## src/rtl/gpio_edge_pkg.sv

```systemverilog
package gpio_edge_pkg;

    localparam int ADDR_W    = 8;
    localparam int SIZE_W    = 3;
    localparam logic [SIZE_W-1:0] FULL_WORD = 3'd4;

    localparam logic [ADDR_W-1:0] OFS_DIR = 8'h00;
    localparam logic [ADDR_W-1:0] OFS_ODR = 8'h04;
    localparam logic [ADDR_W-1:0] OFS_DAT = 8'h08;
    localparam logic [ADDR_W-1:0] OFS_EVT = 8'h0C;
    localparam logic [ADDR_W-1:0] OFS_MSK = 8'h10;
    localparam logic [ADDR_W-1:0] OFS_SNS = 8'h14;

    typedef enum logic [2:0] {
        SEL_DIR,
        SEL_ODR,
        SEL_DAT,
        SEL_EVT,
        SEL_MSK,
        SEL_SNS,
        SEL_NONE
    } reg_sel_e;

    function automatic reg_sel_e decode_ofs(input logic [ADDR_W-1:0] a);
        unique case (a)
            OFS_DIR: decode_ofs = SEL_DIR;
            OFS_ODR: decode_ofs = SEL_ODR;
            OFS_DAT: decode_ofs = SEL_DAT;
            OFS_EVT: decode_ofs = SEL_EVT;
            OFS_MSK: decode_ofs = SEL_MSK;
            OFS_SNS: decode_ofs = SEL_SNS;
            default: decode_ofs = SEL_NONE;
        endcase
    endfunction

endpackage

```

## src/rtl/gpio_pin_sync.sv

```systemverilog
module gpio_pin_sync #(
    parameter int W = 32
) (
    input  logic         clk,
    input  logic         rst_n,
    input  logic [W-1:0] raw,
    output logic [W-1:0] synced
);
    logic [W-1:0] stage1;

    always_ff @(posedge clk or negedge rst_n) begin
        if (!rst_n) begin
            stage1 <= '0;
            synced <= '0;
        end else begin
            stage1 <= raw;
            synced <= stage1;
        end
    end
endmodule

```

## src/rtl/gpio_edge_detect.sv

```systemverilog
module gpio_edge_detect #(
    parameter int W = 32
) (
    input  logic         clk,
    input  logic         rst_n,
    input  logic [W-1:0] lvl,        // synchronised level, register-bit order
    input  logic [W-1:0] is_input,   // 1 where direction bit is 0
    input  logic [W-1:0] fall_only,  // edge-sense word
    output logic [W-1:0] chg,        // input pin changed level
    output logic [W-1:0] hit         // qualifying event
);
    logic [W-1:0] prev;

    always_ff @(posedge clk or negedge rst_n) begin
        if (!rst_n) prev <= '0;
        else        prev <= lvl;
    end

    for (genvar g = 0; g < W; g++) begin : g_bit
        logic moved, dropped;
        assign moved    = prev[g] ^ lvl[g];
        assign dropped  = prev[g] & ~lvl[g];
        assign chg[g]   = is_input[g] & moved;
        assign hit[g]   = is_input[g] & (fall_only[g] ? dropped : moved);
    end

    AST_HIT_ONLY_ON_CHANGE: assert property (@(posedge clk) disable iff (!rst_n)
        (hit & ~chg) == '0);
endmodule

```

## src/rtl/gpio_bus_port.sv

```systemverilog
module gpio_bus_port
    import gpio_edge_pkg::*;
#(
    parameter int W = 32
) (
    input  logic              clk,
    input  logic              rst_n,
    input  logic [ADDR_W-1:0] addr,
    input  logic [SIZE_W-1:0] size,
    input  logic              we,
    input  logic [W-1:0]      dir_q,
    input  logic [W-1:0]      odr_q,
    input  logic [W-1:0]      dat_q,
    input  logic [W-1:0]      evt_q,
    input  logic [W-1:0]      msk_q,
    input  logic [W-1:0]      sns_q,
    output reg_sel_e          sel,
    output logic              wr_en,
    output logic [W-1:0]      rdata
);
    logic full;

    assign full  = (size == FULL_WORD);
    assign sel   = decode_ofs(addr);
    assign wr_en = we & full;

    always_comb begin
        rdata = '0;
        if (full) begin
            unique case (sel)
                SEL_DIR:  rdata = dir_q;
                SEL_ODR:  rdata = odr_q;
                SEL_DAT:  rdata = dat_q;
                SEL_EVT:  rdata = evt_q;
                SEL_MSK:  rdata = msk_q;
                SEL_SNS:  rdata = sns_q;
                default:  rdata = '0;
            endcase
        end
    end

    AST_NARROW_READ_ZERO: assert property (@(posedge clk) disable iff (!rst_n)
        (size != FULL_WORD) |-> (rdata == '0));
endmodule

```

## src/rtl/gpio_regbank.sv

```systemverilog
module gpio_regbank
    import gpio_edge_pkg::*;
#(
    parameter int W = 32
) (
    input  logic         clk,
    input  logic         rst_n,
    input  reg_sel_e     sel,
    input  logic         wr_en,
    input  logic [W-1:0] wdata,
    input  logic [W-1:0] lvl,
    input  logic [W-1:0] chg,
    input  logic [W-1:0] hit,
    output logic [W-1:0] dir_q,
    output logic [W-1:0] odr_q,
    output logic [W-1:0] dat_q,
    output logic [W-1:0] evt_q,
    output logic [W-1:0] msk_q,
    output logic [W-1:0] sns_q
);
    logic         wr_dir, wr_odr, wr_dat, wr_evt, wr_msk, wr_sns;
    logic [W-1:0] dat_sw, dat_d, evt_d;

    assign wr_dir = wr_en && (sel == SEL_DIR);
    assign wr_odr = wr_en && (sel == SEL_ODR);
    assign wr_dat = wr_en && (sel == SEL_DAT);
    assign wr_evt = wr_en && (sel == SEL_EVT);
    assign wr_msk = wr_en && (sel == SEL_MSK);
    assign wr_sns = wr_en && (sel == SEL_SNS);

    always_comb begin
        dat_sw = wr_dat ? wdata : dat_q;
        dat_d  = (dat_sw & ~chg) | (lvl & chg);
        evt_d  = (wr_evt ? (evt_q & ~wdata) : evt_q) | hit;
    end

    always_ff @(posedge clk or negedge rst_n) begin
        if (!rst_n) begin
            dir_q <= '0;
            odr_q <= '0;
            dat_q <= '0;
            evt_q <= '0;
            msk_q <= '0;
            sns_q <= '0;
        end else begin
            if (wr_dir) dir_q <= wdata;
            if (wr_odr) odr_q <= wdata;
            if (wr_msk) msk_q <= wdata;
            if (wr_sns) sns_q <= wdata;
            dat_q <= dat_d;
            evt_q <= evt_d;
        end
    end

    AST_EVENT_HAS_CAUSE: assert property (@(posedge clk) disable iff (!rst_n)
        ((evt_q & ~$past(evt_q)) & ~$past(hit)) == '0);

    AST_CLEAR_UNLESS_HIT: assert property (@(posedge clk) disable iff (!rst_n)
        $past(wr_evt) |-> ((evt_q & $past(wdata) & ~$past(hit)) == '0));

    AST_HIT_KEEPS_EVENT: assert property (@(posedge clk) disable iff (!rst_n)
        ((~evt_q) & $past(hit)) == '0);

    AST_OUTPUT_PIN_HOLDS: assert property (@(posedge clk) disable iff (!rst_n)
        !$past(wr_dat) |-> (((dat_q ^ $past(dat_q)) & $past(dir_q)) == '0));
endmodule

```

## src/rtl/gpio_edge_port.sv

```systemverilog
module gpio_edge_port
    import gpio_edge_pkg::*;
#(
    parameter int NPINS = 32
) (
    input  logic              clk,
    input  logic              rst_n,
    input  logic [ADDR_W-1:0] bus_addr,
    input  logic [SIZE_W-1:0] bus_size,
    input  logic              bus_we,
    input  logic [NPINS-1:0]  bus_wdata,
    output logic [NPINS-1:0]  bus_rdata,
    input  logic [NPINS-1:0]  pin_in,
    output logic [NPINS-1:0]  pin_out,
    output logic [NPINS-1:0]  pin_oe,
    output logic [NPINS-1:0]  pin_od,
    output logic              irq
);
    localparam int TOP = NPINS - 1;

    logic [NPINS-1:0] in_regord, lvl, chg, hit;
    logic [NPINS-1:0] dir_q, odr_q, dat_q, evt_q, msk_q, sns_q;
    reg_sel_e         sel;
    logic             wr_en;

    // pin i sits at register bit TOP-i
    for (genvar p = 0; p < NPINS; p++) begin : g_pin
        assign in_regord[TOP-p] = pin_in[p];
        assign pin_oe[p]        = dir_q[TOP-p];
        assign pin_od[p]        = odr_q[TOP-p];
        assign pin_out[p]       = dir_q[TOP-p] & dat_q[TOP-p];
    end

    gpio_pin_sync #(.W(NPINS)) u_sync (
        .clk    (clk),
        .rst_n  (rst_n),
        .raw    (in_regord),
        .synced (lvl)
    );

    gpio_edge_detect #(.W(NPINS)) u_edge (
        .clk       (clk),
        .rst_n     (rst_n),
        .lvl       (lvl),
        .is_input  (~dir_q),
        .fall_only (sns_q),
        .chg       (chg),
        .hit       (hit)
    );

    gpio_bus_port #(.W(NPINS)) u_bus (
        .clk   (clk),
        .rst_n (rst_n),
        .addr  (bus_addr),
        .size  (bus_size),
        .we    (bus_we),
        .dir_q (dir_q),
        .odr_q (odr_q),
        .dat_q (dat_q),
        .evt_q (evt_q),
        .msk_q (msk_q),
        .sns_q (sns_q),
        .sel   (sel),
        .wr_en (wr_en),
        .rdata (bus_rdata)
    );

    gpio_regbank #(.W(NPINS)) u_regs (
        .clk   (clk),
        .rst_n (rst_n),
        .sel   (sel),
        .wr_en (wr_en),
        .wdata (bus_wdata),
        .lvl   (lvl),
        .chg   (chg),
        .hit   (hit),
        .dir_q (dir_q),
        .odr_q (odr_q),
        .dat_q (dat_q),
        .evt_q (evt_q),
        .msk_q (msk_q),
        .sns_q (sns_q)
    );

    assign irq = |(evt_q & msk_q);

    AST_NARROW_WRITE_NOP: assert property (@(posedge clk) disable iff (!rst_n)
        $past(bus_we && (bus_size != FULL_WORD)) |->
        ($stable(pin_oe) && $stable(pin_od)));

    AST_IRQ_NEEDS_PENDING: assert property (@(posedge clk) disable iff (!rst_n)
        $rose(irq) |-> ($past(hit) != '0 || $past(wr_en)));
endmodule

```

## config.mk

```make
export PLATFORM = sky130hd
export DESIGN_NAME = gpio_edge_port
export DESIGN_NICKNAME = d
export VERILOG_FILES = /design/src/rtl/gpio_edge_pkg.sv /design/src/rtl/gpio_pin_sync.sv /design/src/rtl/gpio_edge_detect.sv /design/src/rtl/gpio_bus_port.sv /design/src/rtl/gpio_regbank.sv /design/src/rtl/gpio_edge_port.sv
export SDC_FILE = /design/constraint.sdc
export NUM_CORES = 1
export LEC_CHECK = 0
export ABC_CLOCK_PERIOD_IN_PS = 6800
export BUFFER_PORTS_ARGS = -buffer_cell sky130_fd_sc_hd__buf_2
export CAP_MARGIN = 20
export CORE_MARGIN = 2
export CORE_UTILIZATION = 62
export DETAILED_ROUTE_END_ITERATION = 10
export HOLD_SLACK_MARGIN = 0.08
export PLACE_DENSITY = 0.84
export SLEW_MARGIN = 10
export SYNTH_ARGS = -nofsm -noshare
export SYNTH_HDL_FRONTEND = slang
export SYNTH_HIERARCHICAL = 1
export SYNTH_SLANG_ARGS = --single-unit
```

## constraint.sdc

```tcl
create_clock -name clk -period 6.8 [get_ports clk]
set_input_delay 1.36 -clock clk [delete_from_list [all_inputs] [get_ports clk]]
set_output_delay 1.36 -clock clk [all_outputs]
set_load 0.1 [all_outputs]
```

# --- After elaboration in Yosys (flattened, before gate mapping) ---
# Index checks and enable logic that the tools add are counted.
totals:
  inputBits: 78
  wordCells: 268
  reg_bits: 288
  out_inout_bits: 129
op_classes:
  muxes: 37
  reduce_logical: 9
  eq_ne: 11
  n_bitwise: 202
ops:
  columns: ["operator", "n"]
  rows:
  - ["one-hot mux 32 bit (6 select lines)", 1]
  - ["bitwise AND 1 bit", 129]
  - ["bitwise AND 32 bit", 4]
  - ["two-way mux 32 bit", 3]
  - ["NOT 32 bit", 3]
  - ["OR 32 bit", 2]
  - ["two-way mux 1 bit", 32]
  - ["NOT 1 bit", 32]
  - ["OR reduction 32 bit", 1]
  - ["XOR 1 bit", 32]
  - ["one-hot mux 3 bit (6 select lines)", 1]
  - ["== test 8 x 4 -> 1 bit (second input constant)", 2]
  - ["== test 8 x 5 -> 1 bit (second input constant)", 2]
  - ["== test 3 bit (second input constant)", 3]
  - ["== test 8 x 3 -> 1 bit (second input constant)", 1]
  - ["logical NOT 8 bit", 1]
  - ["== test 3 x 2 -> 1 bit (second input constant)", 2]
  - ["logical AND 1 bit", 6]
  - ["== test 3 x 1 -> 1 bit (second input constant)", 1]
  - ["logical NOT 3 bit", 1]

# --- Longest topological paths before layout ---
logic_depth:
  word_depth: 7
  mapped_depth: 13
  mapped_depth_nobuf: 10

# --- Hierarchy ---
# The synthesis kept the hierarchy.
modules_own_cells:
  columns: ["mod", "area_each_um2", "seq_area_each_um2", "instances", "cells_per_inst"]
  rows:
  - ["gpio_regbank", 7445.9, 4804.6, 1, 508]
  - ["gpio_edge_detect", 2282.2, 800.8, 1, 224]
  - ["gpio_bus_port", 2031.9, 0.0, 1, 283]
  - ["gpio_pin_sync", 1601.5, 1601.5, 1, 64]
  - ["gpio_edge_port", 478.0, 0.0, 1, 85]

# --- Worst setup path after synthesis ---
# OpenSTA, ideal clock, no wires.
synth_path:
  path_type: "input -> output"
  startpoint: "input bus_addr[1]"
  endpoint: "output bus_rdata[0]"
  path_stages: 10
  arrival_ps: 4759
  n_path_buf: 2
  required_time_ps: 5440
  slack_ps: 681
  path_cell_list: "or4_4 buf_6 nor3_1 nand2_1 ha_1 or3b_2 clkbuf_1 o2bb2ai_1 o21ai_0 a21oi_1"
synth_via:
  elab_chain_cells: 5
  word_cells_on_any_way: 15
  cone_classes: "eq/ne: 10; mux: 3; reduce/logical: 2"
synth_rtl:
  columns: ["element", "line", "rtl"]
  rows:
  - ["start, declared", "gpio_edge_port.sv:8", "input logic [ADDR_W-1:0] bus_addr,"]
  - ["== test 8 x 5 -> 1 bit, or another cell as far along", "gpio_edge_pkg.sv:25", "unique case (a)"]
  - ["one-hot mux 3 bit (6 select lines) (*)", "gpio_edge_pkg.sv:25", null]
  - ["== test 3 bit, or another cell as far along", "gpio_bus_port.sv:30", "unique case (sel)"]
  - ["one-hot mux 32 bit (6 select lines) (*)", "gpio_bus_port.sv:30", null]
  - ["two-way mux 32 bit (*)", "gpio_bus_port.sv:29", "if (full) begin"]
  - ["end, declared", "gpio_edge_port.sv:12", "output logic [NPINS-1:0] bus_rdata,"]
# Mark *: on every way between the ends. The rest lies on a longest branch, timed or not.

# --- Final worst setup path ---
layout_path:
  startpoint: "input bus_addr[1]"
  endpoint: "output bus_rdata[27]"
# Same word-level chain as after synthesis.

==> out/results.tsv <==
metric	value	unit
I/O Pins	207	
Starting Density	63.2	%
Max IR drop VDD	182	uV
synthesized area	13800	um2
post-CTS sizing	0	
final instance area	16000	um2
Crit. End Element	primary output	
Max Freq	163	MHz
final setup vio count	0	
kind of critical path	in -> out	
status	completed	
clock transition at the registers of the reported paths	60	ps
#FFs+latches synth	288	
Area contributors post-synth	dfrtp_1 52%, mux2_2 7.6%, mux2i_1 6.9%, ha_1 3.0%, mux2_1 2.8%	
maximum clock path buffer count	3	
Crit path largest cell delay	830	ps
Post-synth EDFFs	0	
leakage power	7.59	nW
pwr dens	232	nW/um2
Final min period	6120	ps
setup_tns	0	ps
WHS	344	ps
clk_lat worst skew	540	ps
clk_skew	17.9	ps
first-pass GRT wire length	54300	um
Post-Syn Nets	1275	
Pint	2.82	mW
initial antenna violation count	0	
Tot GR Track Use	28.9	%
Die X	153	um
area grow syn2layout	15.4	%
Total Nets Final	1471	
placed cell area	15000	um2
CTS Buf Count	30	
Synth top area share	52.1	%
share of power burned in registers	49.5	%
Yosys cell types	43	
slew margin rel.	23.5	%
Post-CTS Setup Repair Bufs	0	
dpl hpwl	21800	um
Pre-Repair DR Iteration Count	5	
Switching Share	23.8	%
share of layout cells above drive strength 1	33.7	%
htree depth	1	
CTS root buffer	clkbuf_16	
cell breakdown of the critical path	buf_2 > or4_4 > nor3_1 > nand2_1 > ha_1 > or3b_2 > o2bb2ai_1 > o21ai_0 > a21oi_2 > buf_2	
Comb pwr share	8.5	%
Arr. time, crit path	4760	ps
vias per cell	5.92	
RePlAce Congestion	0.807	
Synth warnings	6	
die span in y	153	um
Critical Path RT	5440	ps
# rows	54	
vias in the first global route	9884	
average wire per standard cell	20.5	um
# diodes	0	
total grt overflow	0	
Hold Crit Class	reg -> reg	
cell taking the most area after synthesis	dfrtp_1	
Syn Area/Cell	11.9	um2
Hold-fix buffers, CTS	0	
hold_sp	u_sync/stage1[21]$_DFF_PN0_	
Post-synth ARST share	100	%
# Max-Cap Violations	0	
Syn Inst Count	1164	
clock sink count	288	
main flop type after synthesis	dfrtp_1	
most frequent CP cell	buf_2	
initial drt markers	642	
Psw	882	uW
Fillers	1518	
final antenna-violating net count	0	
final hold viol count	0	
via count	9848	
core area	21900	um2
startpoint type of the worst setup path	input port	
most common library cells after synthesis	288 x dfrtp_1, 99 x nand2_1, 96 x mux2i_1	
Slew Limit Fails	0	
sequential area share after synthesis	52.1	%
Least-Margin Pin Slew	1140	ps
clock network power share	42.0	%
pin count of the biggest net entering global routing	144	
slowest cell on the critical path	or3b_2	
Post-route DRC	0	
most frequent cell after synthesis	dfrtp_1	
CP Max Fanout	32	
Die Area	23500	um2
final critical-path share of the clock period	90.0	%
CTS tree	yes	
Worst setup startpoint	bus_addr[1]	
Routed WL	34100	um
RSZ-0062 raised after global routing	false	
Reg-to-Reg Start	u_sync/synced[18]$_DFF_PN0_	
port buffer count	206	
[placed cells by master (no fill, tap or decap), drive strengths merged, types with 33 or more instances in the layout]
cell and instances:
clkbuf 48, o21ai 99, mux2 128, inv 65, ha 33, buf 218, a21oi 35, nand2 99
dfrtp 288, nor2 35, mux2i 96
[stage by stage]
| step | power [mW] | cells | util (%) | setup slack, ps |
|---|---|---|---|---|
| floorplan | 2.04 | 1164 | - | 681 |
| global placement | 2.16 | 1607 | 68.5 | 921 |
| detailed placement | 2.17 | 1607 | 68.5 | 843 |
| CTS | 3.73 | 1663 | 72.9 | 817 |
| global route | 3.84 | 1664 | 73.0 | 606 |
| finish | 3.70 | 1664 | 73.0 | 677 |
[layer usage]
metal | part of all wire, % | up-vias | GRT usage [%]
li1 | - | 4450 | -
met1 | 42 | 4918 | 39.6
met2 | 49 | 405 | 48.2
met3 | 6.6 | 75 | 4.76
met4 | 2.6 | 0 | 8.17
met5 | 0 | - | 0
[area by class of cell]
| cell class | count | area, um2 | area share, % |
|---|---|---|---|
| clock buffers | 48 | 910 | 5.69 |
| inverters | 65 | 244 | 1.53 |
| flip-flops and latches | 288 | 7210 | 45.1 |
| multi-input cells | 757 | 6060 | 38.0 |
| repair buffers | 218 | 1160 | 7.25 |
| well taps | 280 | 350 | 2.19 |
| clock inverters | 8 | 42.5 | 0.266 |
[worst paths after layout]
path                                           endpoint  slack [ps]  cells past startpoint
max reg2reg                  u_regs/evt_q[18]$_DFF_PN0_        5480                      5
min reg2reg                 u_sync/synced[21]$_DFF_PN0_         340                      0
min                         u_sync/synced[21]$_DFF_PN0_         340                      0
max in group asynchronous    asynchronous set/reset pin        4680                      2
min in group asynchronous  u_regs/dir_q[14]$_DFFE_PN0P_         780                      1
max                                       bus_rdata[27]         680                     10
[worst max-delay path: cells and delay by family]
kind,cells,cell delay (ps)
adders and majority gates,1,270
AOI/OAI and AO/OA,3,650
and+or+nand+nor,4,1870
buffers and inverters,2,540
[cell families (layout without fill, tap and decap cells)]
logic type	Yosys count	count (layout)	synth area share, %
buffers and inverters	119	339	4.36
AOI/OAI and AO/OA	247	247	13.0
adders and majority gates	33	33	2.98
and+or+nand+nor	253	253	10.2
muxes	224	224	17.4
DFF	288	288	52.1
[power groups by stage]
stage / logic [mW] / registers (mW) / clock network, mW
2_1_floorplan: 0.193 / 1.85 / 0
3_3_place_gp: 0.299 / 1.86 / 0
3_5_place_dp: 0.311 / 1.86 / 0
4_1_cts: 0.317 / 1.83 / 1.58
5_1_grt: 0.351 / 1.84 / 1.65
6_report: 0.315 / 1.83 / 1.56
Power figures use the tool's default switching activity.
